File: src/rtl/tw_pkg.sv
// Shared types for the time-wheel event scheduler.
package tw_pkg;
    // Three-state record of the last value queued for a signal.
    typedef enum logic [1:0] {
        LV_ZERO = 2'b00,
        LV_ONE  = 2'b01,
        LV_UNK  = 2'b10
    } lv_t;
endpackage

File: src/rtl/tw_slot_fifo.sv
// One slot of the time wheel: a small FIFO of {id, value} words.
// Assumes the caller never pushes when full nor pops when empty;
// both are checked below. DEPTH need not be a power of two.
module tw_slot_fifo #(
    parameter int DEPTH = 8,
    parameter int W     = 5
) (
    input  logic         clk,
    input  logic         rst_n,
    input  logic         push,
    input  logic         pop,
    input  logic [W-1:0] din,
    output logic [W-1:0] dout,
    output logic         full,
    output logic         empty
);
    localparam int PW = (DEPTH > 1) ? $clog2(DEPTH) : 1;
    localparam int CW = $clog2(DEPTH + 1);

    logic [W-1:0]  mem [DEPTH];
    logic [PW-1:0] rd_p, wr_p;
    logic [CW-1:0] cnt;

    assign full  = (cnt == CW'(DEPTH));
    assign empty = (cnt == '0);
    assign dout  = mem[rd_p];

    // Store an incoming word at the write pointer.
    always_ff @(posedge clk) begin
        if (push && !full) mem[wr_p] <= din;
    end

    // Advance pointers and occupancy count.
    always_ff @(posedge clk) begin
        if (!rst_n) begin
            rd_p <= '0;
            wr_p <= '0;
            cnt  <= '0;
        end else begin
            if (push && !full)
                wr_p <= (wr_p == PW'(DEPTH - 1)) ? '0 : wr_p + 1'b1;
            if (pop && !empty)
                rd_p <= (rd_p == PW'(DEPTH - 1)) ? '0 : rd_p + 1'b1;
            case ({push && !full, pop && !empty})
                2'b10:   cnt <= cnt + 1'b1;
                2'b01:   cnt <= cnt - 1'b1;
                default: cnt <= cnt;
            endcase
        end
    end


    no_overflow_chk: assert property (@(posedge clk) disable iff (!rst_n)
        full |-> !push);

    no_underflow_chk: assert property (@(posedge clk) disable iff (!rst_n)
        empty |-> !pop);
endmodule

File: src/rtl/tw_lsv_table.sv
// Last-scheduled-value table: one three-state entry per signal.
// Reset marks every entry unknown; reads are combinational.
module tw_lsv_table
    import tw_pkg::*;
#(
    parameter int SIG_W = 4
) (
    input  logic             clk,
    input  logic             rst_n,
    input  logic [SIG_W-1:0] rd_id,
    output lv_t              rd_val,
    input  logic             wr_en,
    input  logic [SIG_W-1:0] wr_id,
    input  logic             wr_bit
);
    localparam int NSIG = 1 << SIG_W;

    lv_t tbl [NSIG];

    assign rd_val = tbl[rd_id];

    // Reset all entries to unknown, else record an accepted value.
    always_ff @(posedge clk) begin
        if (!rst_n) begin
            for (int i = 0; i < NSIG; i++) tbl[i] <= LV_UNK;
        end else if (wr_en) begin
            tbl[wr_id] <= wr_bit ? LV_ONE : LV_ZERO;
        end
    end


    written_known_chk: assert property (@(posedge clk) disable iff (!rst_n)
        wr_en |=> (tbl[$past(wr_id)] != LV_UNK));
endmodule

File: src/rtl/tw_osc_mon.sv
// Oscillation monitor: counts emitted events since the last
// primary-input pulse and sets a sticky flag past the limit.
// The counter saturates at its all-ones value.
module tw_osc_mon #(
    parameter int CNT_W = 8
) (
    input  logic             clk,
    input  logic             rst_n,
    input  logic             clear,
    input  logic             hit,
    input  logic [CNT_W-1:0] limit,
    output logic             flag
);
    logic [CNT_W-1:0] cnt, cnt_nx;

    // Next count: clear has priority, then saturating increment.
    always_comb begin
        if (clear)                   cnt_nx = '0;
        else if (hit && (cnt != '1)) cnt_nx = cnt + 1'b1;
        else                         cnt_nx = cnt;
    end

    // Register count and sticky flag.
    always_ff @(posedge clk) begin
        if (!rst_n) begin
            cnt  <= '0;
            flag <= 1'b0;
        end else begin
            cnt  <= cnt_nx;
            flag <= flag | (cnt_nx > limit);
        end
    end


    osc_cause_chk: assert property (@(posedge clk) disable iff (!rst_n)
        $rose(flag) |-> $past(hit));

    osc_sticky_chk: assert property (@(posedge clk) disable iff (!rst_n)
        flag |=> flag);

    osc_clear_chk: assert property (@(posedge clk) disable iff (!rst_n)
        clear |=> (cnt == '0));
endmodule

File: src/rtl/tw_event_sched.sv
// Time-wheel event scheduler. MAX_DLY+1 slots form a ring; an event
// with delay d goes to slot (now + d) mod (MAX_DLY+1). The head of
// the current slot is offered on a valid/ready stream; the pointer
// steps when the current slot is empty and work remains elsewhere.
// Assumes DLY_W can represent MAX_DLY.
module tw_event_sched
    import tw_pkg::*;
#(
    parameter int SIG_W      = 4,
    parameter int MAX_DLY    = 7,
    parameter int DLY_W      = 4,
    parameter int SLOT_DEPTH = 8,
    parameter int CNT_W      = 8,
    localparam int NSLOT     = MAX_DLY + 1,
    localparam int SLOT_W    = (NSLOT > 1) ? $clog2(NSLOT) : 1
) (
    input  logic              clk,
    input  logic              rst_n,
    input  logic              sch_valid,
    input  logic [SIG_W-1:0]  sch_id,
    input  logic              sch_val,
    input  logic [DLY_W-1:0]  sch_dly,
    output logic              ev_valid,
    input  logic              ev_ready,
    output logic [SIG_W-1:0]  ev_id,
    output logic              ev_val,
    output logic [SLOT_W-1:0] now_slot,
    output logic              idle,
    input  logic              pi_change,
    input  logic [CNT_W-1:0]  osc_limit,
    output logic              sch_err,
    output logic              sch_ovf,
    output logic              osc_flag
);
    localparam int EW    = SIG_W + 1;
    localparam int SUM_W = ((DLY_W > SLOT_W) ? DLY_W : SLOT_W) + 1;

    logic [SLOT_W-1:0] cur;
    logic [EW-1:0]     s_dout [NSLOT];
    logic [NSLOT-1:0]  s_full, s_empty, push_v, pop_v;
    logic [SUM_W-1:0]  sum_raw, sum_mod;
    logic [SLOT_W-1:0] tgt;
    logic              dly_bad, same_val, tgt_full, accept, fire;
    lv_t               last_v;
    logic [EW-1:0]     head;

    assign now_slot = cur;
    assign idle     = &s_empty;
    assign ev_valid = !s_empty[cur];
    assign head     = s_dout[cur];
    assign ev_id    = head[EW-1:1];
    assign ev_val   = head[0];
    assign fire     = ev_valid && ev_ready;

    // Target slot: current pointer plus delay, folded into the ring.
    always_comb begin
        sum_raw = SUM_W'(cur) + SUM_W'(sch_dly);
        sum_mod = (sum_raw >= SUM_W'(NSLOT)) ? sum_raw - SUM_W'(NSLOT) : sum_raw;
        tgt     = SLOT_W'(sum_mod);
    end

    // Classify the request: delay legality, redundancy, capacity.
    always_comb begin
        dly_bad  = (sch_dly == '0) || (sch_dly > DLY_W'(MAX_DLY));
        same_val = (last_v == (sch_val ? LV_ONE : LV_ZERO));
        tgt_full = s_full[tgt];
        accept   = sch_valid && !dly_bad && !same_val && !tgt_full;
    end

    // Per-slot push and pop strobes.
    always_comb begin
        for (int k = 0; k < NSLOT; k++) begin
            push_v[k] = accept && (tgt == SLOT_W'(k));
            pop_v[k]  = fire && (cur == SLOT_W'(k));
        end
    end

    // Slot FIFOs, one per time unit of the ring.
    for (genvar k = 0; k < NSLOT; k++) begin : g_slot
        tw_slot_fifo #(
            .DEPTH (SLOT_DEPTH),
            .W     (EW)
        ) u_fifo (
            .clk   (clk),
            .rst_n (rst_n),
            .push  (push_v[k]),
            .pop   (pop_v[k]),
            .din   ({sch_id, sch_val}),
            .dout  (s_dout[k]),
            .full  (s_full[k]),
            .empty (s_empty[k])
        );
    end

    // Last-scheduled values per signal.
    tw_lsv_table #(
        .SIG_W (SIG_W)
    ) u_lsv (
        .clk    (clk),
        .rst_n  (rst_n),
        .rd_id  (sch_id),
        .rd_val (last_v),
        .wr_en  (accept),
        .wr_id  (sch_id),
        .wr_bit (sch_val)
    );

    // Event counter and oscillation flag.
    tw_osc_mon #(
        .CNT_W (CNT_W)
    ) u_osc (
        .clk   (clk),
        .rst_n (rst_n),
        .clear (pi_change),
        .hit   (fire),
        .limit (osc_limit),
        .flag  (osc_flag)
    );

    // Step the time pointer when the current slot is drained.
    always_ff @(posedge clk) begin
        if (!rst_n)                   cur <= '0;
        else if (s_empty[cur] && !idle)
            cur <= (cur == SLOT_W'(NSLOT - 1)) ? '0 : cur + 1'b1;
    end

    // One-cycle error and overflow pulses.
    always_ff @(posedge clk) begin
        if (!rst_n) begin
            sch_err <= 1'b0;
            sch_ovf <= 1'b0;
        end else begin
            sch_err <= sch_valid && dly_bad;
            sch_ovf <= sch_valid && !dly_bad && !same_val && tgt_full;
        end
    end


    idle_hold_chk: assert property (@(posedge clk) disable iff (!rst_n)
        idle |=> $stable(cur));

    step_one_chk: assert property (@(posedge clk) disable iff (!rst_n)
        !$stable(cur) |-> (cur == (($past(cur) == SLOT_W'(NSLOT - 1)) ? '0 : $past(cur) + 1'b1)));

    stall_hold_chk: assert property (@(posedge clk) disable iff (!rst_n)
        (ev_valid && !ev_ready) |=> ($stable(cur) && ev_valid && $stable(ev_id)));

    zero_dly_err_chk: assert property (@(posedge clk) disable iff (!rst_n)
        (sch_valid && (sch_dly == '0)) |=> sch_err);

    valid_busy_chk: assert property (@(posedge clk) disable iff (!rst_n)
        ev_valid |-> !idle);
endmodule

File: config.mk
export PLATFORM = sky130hd
export DESIGN_NAME = tw_event_sched
export DESIGN_NICKNAME = d
export VERILOG_FILES = /design/src/rtl/tw_pkg.sv /design/src/rtl/tw_slot_fifo.sv /design/src/rtl/tw_lsv_table.sv /design/src/rtl/tw_osc_mon.sv /design/src/rtl/tw_event_sched.sv
export SDC_FILE = /design/constraint.sdc
export NUM_CORES = 1
export LEC_CHECK = 0
export BUFFER_PORTS_ARGS = -buffer_cell sky130_fd_sc_hd__buf_2
export CORE_MARGIN = 1
export CORE_UTILIZATION = 60
export CTS_BUF_LIST = sky130_fd_sc_hd__clkbuf_16
export DETAILED_ROUTE_END_ITERATION = 8
export PLACE_DENSITY = 0.77
export SLEW_MARGIN = 25
export SYNTH_ARGS = -nofsm -noshare
export SYNTH_HDL_FRONTEND = slang
export SYNTH_SLANG_ARGS = --single-unit
File: constraint.sdc
create_clock -name clk -period 11.05 [get_ports clk]
set_input_delay 0.5525 -clock clk [delete_from_list [all_inputs] [get_ports clk]]
set_output_delay 0.5525 -clock clk [all_outputs]
set_load 0.02 [all_outputs]
# Yosys cells after proc, flatten, opt, wreduce, memory -nomap -nowiden
# Memories as Yosys holds them, arrays and structs flattened. A register that Yosys moved wholly into a read port is not among the register bits.
# Cells that the tools add are included.
[totals]
ff_bits = 94
mem_bits_rw = 352
inputBits = 22
wordCells = 296
mem_count = 9
[classes]
addsub = 36
magnitude_cmp = 6
n_eq_ne = 56
mux = 75
bitwise = 2
n_reduce_logical = 83
[memory_table]
columns = ["name", "words", "word_bits", "read_ports", "rd_ports_with_merged_regs", "write_ports", "line_no", "text"]
rows = [
  ["g_slot[0].u_fifo.mem", 8, 5, 1, 1, 1, "tw_slot_fifo.sv:20", "logic [W-1:0] mem [DEPTH];"],
  ["g_slot[1].u_fifo.mem", 8, 5, 1, 1, 1, "tw_slot_fifo.sv:20", ""],
  ["g_slot[2].u_fifo.mem", 8, 5, 1, 1, 1, "tw_slot_fifo.sv:20", ""],
  ["g_slot[3].u_fifo.mem", 8, 5, 1, 1, 1, "tw_slot_fifo.sv:20", ""],
  ["g_slot[4].u_fifo.mem", 8, 5, 1, 1, 1, "tw_slot_fifo.sv:20", ""],
  ["g_slot[5].u_fifo.mem", 8, 5, 1, 1, 1, "tw_slot_fifo.sv:20", ""],
  ["3 more memories", "--", "--", "--", "--", "--", "--", ""],
]
[op_table]
columns = ["cell", "n"]
rows = [
  ["3-bit 2-to-1 mux", 34],
  ["3-bit equality test, second input constant", 24],
  ["4-bit case mux with 2 select lines", 8],
  ["3-bit by 1-bit adder with 3-bit output, second input constant", 17],
  ["1-bit logical AND", 40],
  ["4-bit zero test", 9],
  ["4-bit by 1-bit adder with 4-bit output, second input constant", 8],
  ["4-bit equality test, second input constant", 8],
  ["4-bit by 1-bit subtractor with 4-bit output, second input constant", 8],
  ["1-bit 2-to-1 mux", 24],
  ["1-bit zero test", 21],
  ["2-bit by 1-bit equality test with 1-bit output, second input constant", 8],
  ["2-bit equality test, second input constant", 8],
  ["8-bit 2-to-1 mux", 2],
  ["2-bit nonzero test", 8],
  ["5-bit binary-select mux with 3-bit select", 1],
  ["3-bit by 2-bit equality test with 1-bit output, second input constant", 4],
  ["5-bit 2-to-1 mux", 2],
  ["8-bit by 1-bit adder with 8-bit output, second input constant", 1],
  ["8-bit > comparator", 1],
  ["3-bit by 4-bit less-than comparator with 1-bit output, second input constant", 2],
  ["8-bit != test, second input constant", 1],
  ["8-bit AND reduction", 1],
  ["1-bit binary-select mux with 3-bit select", 2],
  ["14 further kinds", 16],
]

# Depth between registers and ports, before layout
[depth]
word_depth = 12
ltp_mapped = 16
mapped_depth_nobuf = 15

# Cells and area by module
# From an unflattened synthesis, not the netlist that was laid out.
[hier_totals]
hier_cells = 1421
hier_area_um2 = 20799.9
[modules_own_cells]
columns = ["module", "n_inst", "cells_each", "area_each_um2", "seq_area_each_um2"]
rows = [
  ["tw_slot_fifo at g_slot[0].u_fifo ...", 6, 136, 2202.1, 1461.4],
  ["tw_slot_fifo at g_slot[6].u_fifo", 1, 135, 2207.1, 1461.4],
  ["tw_slot_fifo at g_slot[7].u_fifo", 1, 134, 2199.6, 1461.4],
  ["tw_lsv_table", 1, 145, 1532.7, 800.8],
  ["tw_event_sched", 1, 111, 989.7, 100.1],
  ["tw_osc_mon", 1, 80, 658.1, 180.2],
]

# Least setup slack after synthesis
# OpenSTA, ideal clock, no wires.
[synth_timing]
kind = "register to register"
from = "reg cur[1], in the netlist now_slot[1]"
to = "reg g_slot[7].u_fifo.cnt[3]"
setup_time_ns = 0.076
arrival_ns = 4.058
required_time_ns = 10.974
slack_ns = 6.917
stages_incl_launch_ff = 15
path_buffers = 1
path_cell_list = "dfxtp_1 > inv_1 > buf_1 > fa_1 > nand2b_1 > or3_1 > nor2_1 > inv_1 > ha_1 > ha_1 > a21o_1 > a21oi_1 > xnor2_1 > or3_1 > a21boi_0"
[synth_between]
elab_chain_len = 11
word_cells_on_any_way = 22
classes_between = "add/sub (2); order compare (1); eq/ne (4); mux (6); reduce/logical (9)"
[synth_lines]
columns = ["element", "line_no", "text"]
rows = [
  ["start, declared", "tw_event_sched.sv:38", "logic [SLOT_W-1:0] cur;"],
  ["start signal, assigned", "tw_event_sched.sv:124", "cur <= (cur == SLOT_W'(NSLOT - 1)) ? '0 : cur + 1'b1;"],
  ["3-bit by 4-bit adder with 5-bit output", "tw_event_sched.sv:57", "sum_raw = SUM_W'(cur) + SUM_W'(sch_dly);"],
  ["5-bit by 4-bit >= comparator with 1-bit output or 3-bit by 1-bit subtractor with 3-bit output (tied branches)", "tw_event_sched.sv:58", "sum_mod = (sum_raw >= SUM_W'(NSLOT)) ? sum_raw - SUM_W'(NSLOT) : sum_raw;"],
  ["3-bit 2-to-1 mux", "tw_event_sched.sv:58", ""],
  ["1-bit binary-select mux with 3-bit select", "tw_event_sched.sv:66", "tgt_full = s_full[tgt];"],
  ["1-bit 2-to-1 mux (implied by the code)", "tw_event_sched.sv:66", ""],
  ["1-bit zero test", "tw_event_sched.sv:67", "accept = sch_valid && !dly_bad && !same_val && !tgt_full;"],
  ["1-bit logical AND", "tw_event_sched.sv:67", ""],
  ["1-bit logical AND", "tw_event_sched.sv:73", "push_v[k] = accept && (tgt == SLOT_W'(k));"],
  ["1-bit logical AND", "tw_slot_fifo.sv:44", "case ({push && !full, pop && !empty})"],
  ["2-bit by 1-bit equality test with 1-bit output or 2-bit equality test (tied branches)", "tw_slot_fifo.sv:44", ""],
  ["4-bit case mux with 2 select lines or 2-bit nonzero test (tied branches)", "--", ""],
  ["end signal, assigned", "tw_slot_fifo.sv:45", "2'b10: cnt <= cnt + 1'b1;"],
  ["end signal, assigned", "tw_slot_fifo.sv:46", "2'b01: cnt <= cnt - 1'b1;"],
  ["end signal, assigned", "tw_slot_fifo.sv:47", "default: cnt <= cnt;"],
  ["end, declared", "tw_slot_fifo.sv:22", "logic [CW-1:0] cnt;"],
]
# Several ways; a longest one is shown, not always the timed one. The select of a mux whose other input is x is not followed.
# A chain may end at the register's enable or synchronous reset.

# Worst setup path in the final report
[layout_timing]
from = "reg cur[1], in the netlist now_slot[1]"
to = "reg g_slot[6].u_fifo.cnt[3]"
[layout_between]
elab_chain_len = 11
word_cells_on_any_way = 22
classes_between = "add/sub (2); order compare (1); eq/ne (4); mux (6); reduce/logical (9)"
[layout_lines]
columns = ["element", "line_no"]
rows = [
  ["3-bit by 4-bit adder with 5-bit output", "tw_event_sched.sv:57"],
  ["5-bit by 4-bit >= comparator with 1-bit output or 3-bit by 1-bit subtractor with 3-bit output (tied branches)", "tw_event_sched.sv:58"],
  ["3-bit 2-to-1 mux", "tw_event_sched.sv:58"],
  ["1-bit binary-select mux with 3-bit select", "tw_event_sched.sv:66"],
  ["1-bit 2-to-1 mux (implied by the code)", "tw_event_sched.sv:66"],
  ["1-bit zero test", "tw_event_sched.sv:67"],
  ["1-bit logical AND", "tw_event_sched.sv:67"],
  ["1-bit logical AND", "tw_event_sched.sv:73"],
  ["1-bit logical AND", "tw_slot_fifo.sv:44"],
  ["2-bit by 1-bit equality test with 1-bit output or 2-bit equality test (tied branches)", "tw_slot_fifo.sv:44"],
  ["4-bit case mux with 2 select lines or 2-bit nonzero test (tied branches)", "--"],
  ["end signal, assigned", "tw_slot_fifo.sv:45"],
  ["end signal, assigned", "tw_slot_fifo.sv:46"],
  ["end signal, assigned", "tw_slot_fifo.sv:47"],
  ["end, declared", "tw_slot_fifo.sv:22"],
]
# Several ways; a longest one is shown, not always the timed one. The select of a mux whose other input is x is not followed.

==> out/metrics.csv <==
stage;metric;value;unit
synth;Syn Inst Count;1399;
clock_network;CTS Hold Bufs;0;
synth;top cells by count, synth;edfxtp_1 (336), dfxtp_1 (134), mux2i_1 (102);
sta;Tmin final;4990;ps
worst_setup_path;CP max FO;15;
grt;Total GRT Usage;24.2;%
floorplanning;core area;33800;µm²
floorplanning;# rows;67;
worst_setup_path;Startpoint Class;register;
grt;GRT Residual Overflow;0;
worst_setup_path;CP Data Required Time;11530;ps
sta;Worst Clk Skew;26.5;ps
synth;Syn. warnings;0;
detailed_routing;DRC;0;
sta;unrepaired setup endpoints after global routing;no;
hold_path;Hold Crit Class;input pin to register;
sta;Slew Viols, Final;0;
sta;Final Setup Violations;0;
synth;asr flop ratio synth;0;%
pwr;PwrDens;165;nW/µm²
synth;syn avg cell area;14.8;µm²
floorplanning;Top Ports;35;
run_status;status;finished clean;
sta;Max Freq;200;MHz
detailed_routing;Via-to-Cell Ratio;6.03;
sta;final number of hold-violating endpoints;0;
worst_setup_path;crit end category;register;
clock_network;TritonCTS Sinks;470;
final_layout;area delta synth->final;10.5;%
clock_network;Inserted Clock Buffers;47;
floorplanning;Initial Util;61.4;%
clock_network;post_cts resized;0;
clock_network;Clock Latency Late Sink;570;ps
grt;largest net degree at the start of global routing;83;
detailed_routing;WL final;41000;µm
placed_design;PortBufs;34;
synth;share of the synthesized area in the top cell type;48.6;%
worst_setup_path;Crit Path Category;register to register;
sta;final setup margin;6060;ps
placed_design;pre-CTS setup slack;5880;ps
detailed_routing;DR pass1 iterations;4;
sta;setup tns final;0;ps
final_layout;fillers;2289;
run;Max Cap Viol;0;
grt;vias in the first global route;11727;
detailed_routing;Routed WL per cell;21.4;µm
detailed_routing;DR iter-0 viols;806;
clock_network;Root Driver;clkbuf_16;
synth;Mapped Area;20700;µm²
synth;syn nets;1502;
synth;post-synth top area cell;edfxtp_1;
synth;flops & latches, synth;470;
sta;worst slew pin tran;1060;ps
synth;top-count cell post-synth;edfxtp_1;
clock_network;clock-pin slew of the registers on the worst-case setup and hold paths;60;ps
detailed_routing;post-route ant nets;0;
placed_design;GPL Wtd Cong;0.807;
sta;Tcrit/Tclk final;45.2;%
synth;number of synthesized flops with an enable pin;336;
clock_network;Longest Clk Path Bufs;3;
worst_setup_path;arrival time at the worst endpoint;5470;ps
floorplanning;Die X;188;µm
final_layout;antenna diode count;0;
sta;Fin Hold WS;425;ps
detailed_routing;Via Count;11569;
synth;Top FF cell, synth;edfxtp_1;
pwr;maximum vdd drop;0.000157;V
synth;largest cells by area after synthesis;edfxtp_1 (49%), dfxtp_1 (13%), mux4_2 (11%), mux2i_1 (4.9%), ha_1 (4.3%);
clock_network;postcts setup bufs;0;
pwr;Leakage;7.78;nW
grt;antenna violations before repair;1;
synth;post-synth cell types;60;
clock_network;CTS tree;yes;
floorplanning;Die ar.;35300;µm²
final_layout;Layout Nets;1536;
grt;first-pass GRT wire length;65300;µm
placed_design;post-DP HPWL;27300;µm
final_layout;layout cells sized above 1;18.1;%
sta;slew margin rel.;28.7;%
synth;post-synthesis sequential area ratio;61.6;%
floorplanning;Vert. Die Dim;188;µm
clock_network;# H-tree levels;2;
-- layout by cell type (no fill, tap or decap), types with 12 or more instances in the layout --
cell and instances:
mux2i_1 102, nor4_2 16, clkbuf_16 48, nand3_1 23
nor2_1 68, a21boi_0 16, xnor2_1 25, or3_1 12
nor4_1 17, dfxtp_1 134, edfxtp_1 336, inv_1 68
nand2b_1 12, nand2_1 96, buf_4 15, nor3_1 27
and2_1 26, buf_2 33, mux4_2 97, o21ai_0 33
nor2b_1 21, ha_1 72, clkinv_1 15
-- sequential cells by signal, summed over array words and instances, names as in the netlist, 3 cells and up, named ones only --
register            count
u_lsv.tbl              32
g_slot.u_fifo.cnt      32
u_osc.cnt               8
g_slot.u_fifo.mem     320
g_slot.u_fifo.wr_p     24
now_slot                3
g_slot.u_fifo.rd_p     24
-- layout make-up --
type	count	area (µm²)	area share, %
multi-input combinational	804	7590	33.1
tap	448	561	2.45
timing repair buffer	48	278	1.21
clock inverter	40	289	1.26
sequential	470	12800	55.7
inverter	62	235	1.03
clock buffer	48	1200	5.24
-- power breakdown --
group | internal, mW | total (mW) | switching, mW
Sequential | 1.91 | 1.93 | 0.0231
Combinational | 0.106 | 0.302 | 0.196
Clock | 0.882 | 1.54 | 0.656
Total | 2.90 | 3.77 | 0.875
-- through the flow --
step	cell area [µm²]	utilization [%]	instances	total power, mW
final	22900	67.9	1920	3.77
after global routing	22900	67.9	1920	3.89
after CTS	22900	67.7	1920	3.79
after detailed placement	21400	63.2	1832	2.26
after global placement	21300	63.1	1832	2.25
after floorplan	20700	-	1399	2.16
-- cells by family (layout without fill, tap and decap cells) --
| logic type | Yosys count | count (layout) | share of synthesized area (%) |
|---|---|---|---|
| flops | 470 | 470 | 61.6 |
| compound gates | 99 | 99 | 3.29 |
| mux | 200 | 200 | 15.5 |
| fa+ha+maj | 81 | 81 | 5.21 |
| buf+inv | 125 | 198 | 2.45 |
| simple gates | 390 | 390 | 10.5 |
| xor+xnor | 34 | 34 | 1.51 |
-- routing by layer --
layer / global-route usage [%] / routed length [µm] / vias to the layer above
li1: - / - / 5400
met4: 7.19 / 937 / 2
met3: 3.99 / 2050 / 69
met5: 0 / 13 / -
met2: 41.6 / 21100 / 274
met1: 31.9 / 16900 / 5824
-- worst paths after layout --
path / from / endpoint / slack (ps) / cells after the start
max: now_slot[1]$_SDFFE_PN0P_ / g_slot[6].u_fifo.cnt[3]$_SDFFE_PN0P_ / 6060 / 12
min: sch_valid / sch_err$_SDFF_PN0_ / 420 / 2
max reg2reg: now_slot[1]$_SDFFE_PN0P_ / g_slot[6].u_fifo.cnt[3]$_SDFFE_PN0P_ / 6060 / 12
min reg2reg: u_lsv.tbl[12][1]$_SDFFE_PP0N_ / u_lsv.tbl[12][1]$_SDFFE_PP0N_ / 450 / 2
-- worst max-delay path: stages (launching register included) --
cell	delay, ps
dfxtp_1	400
clkinv_1	740
fa_1	750
xor3_1	380
nor2_1	210
nand4b_1	660
ha_1	560
ha_1	290
a21o_1	180
a21oi_1	180
xnor2_1	100
or3_1	300
a21boi_0	160
Power figures use the tool's default switching activity.
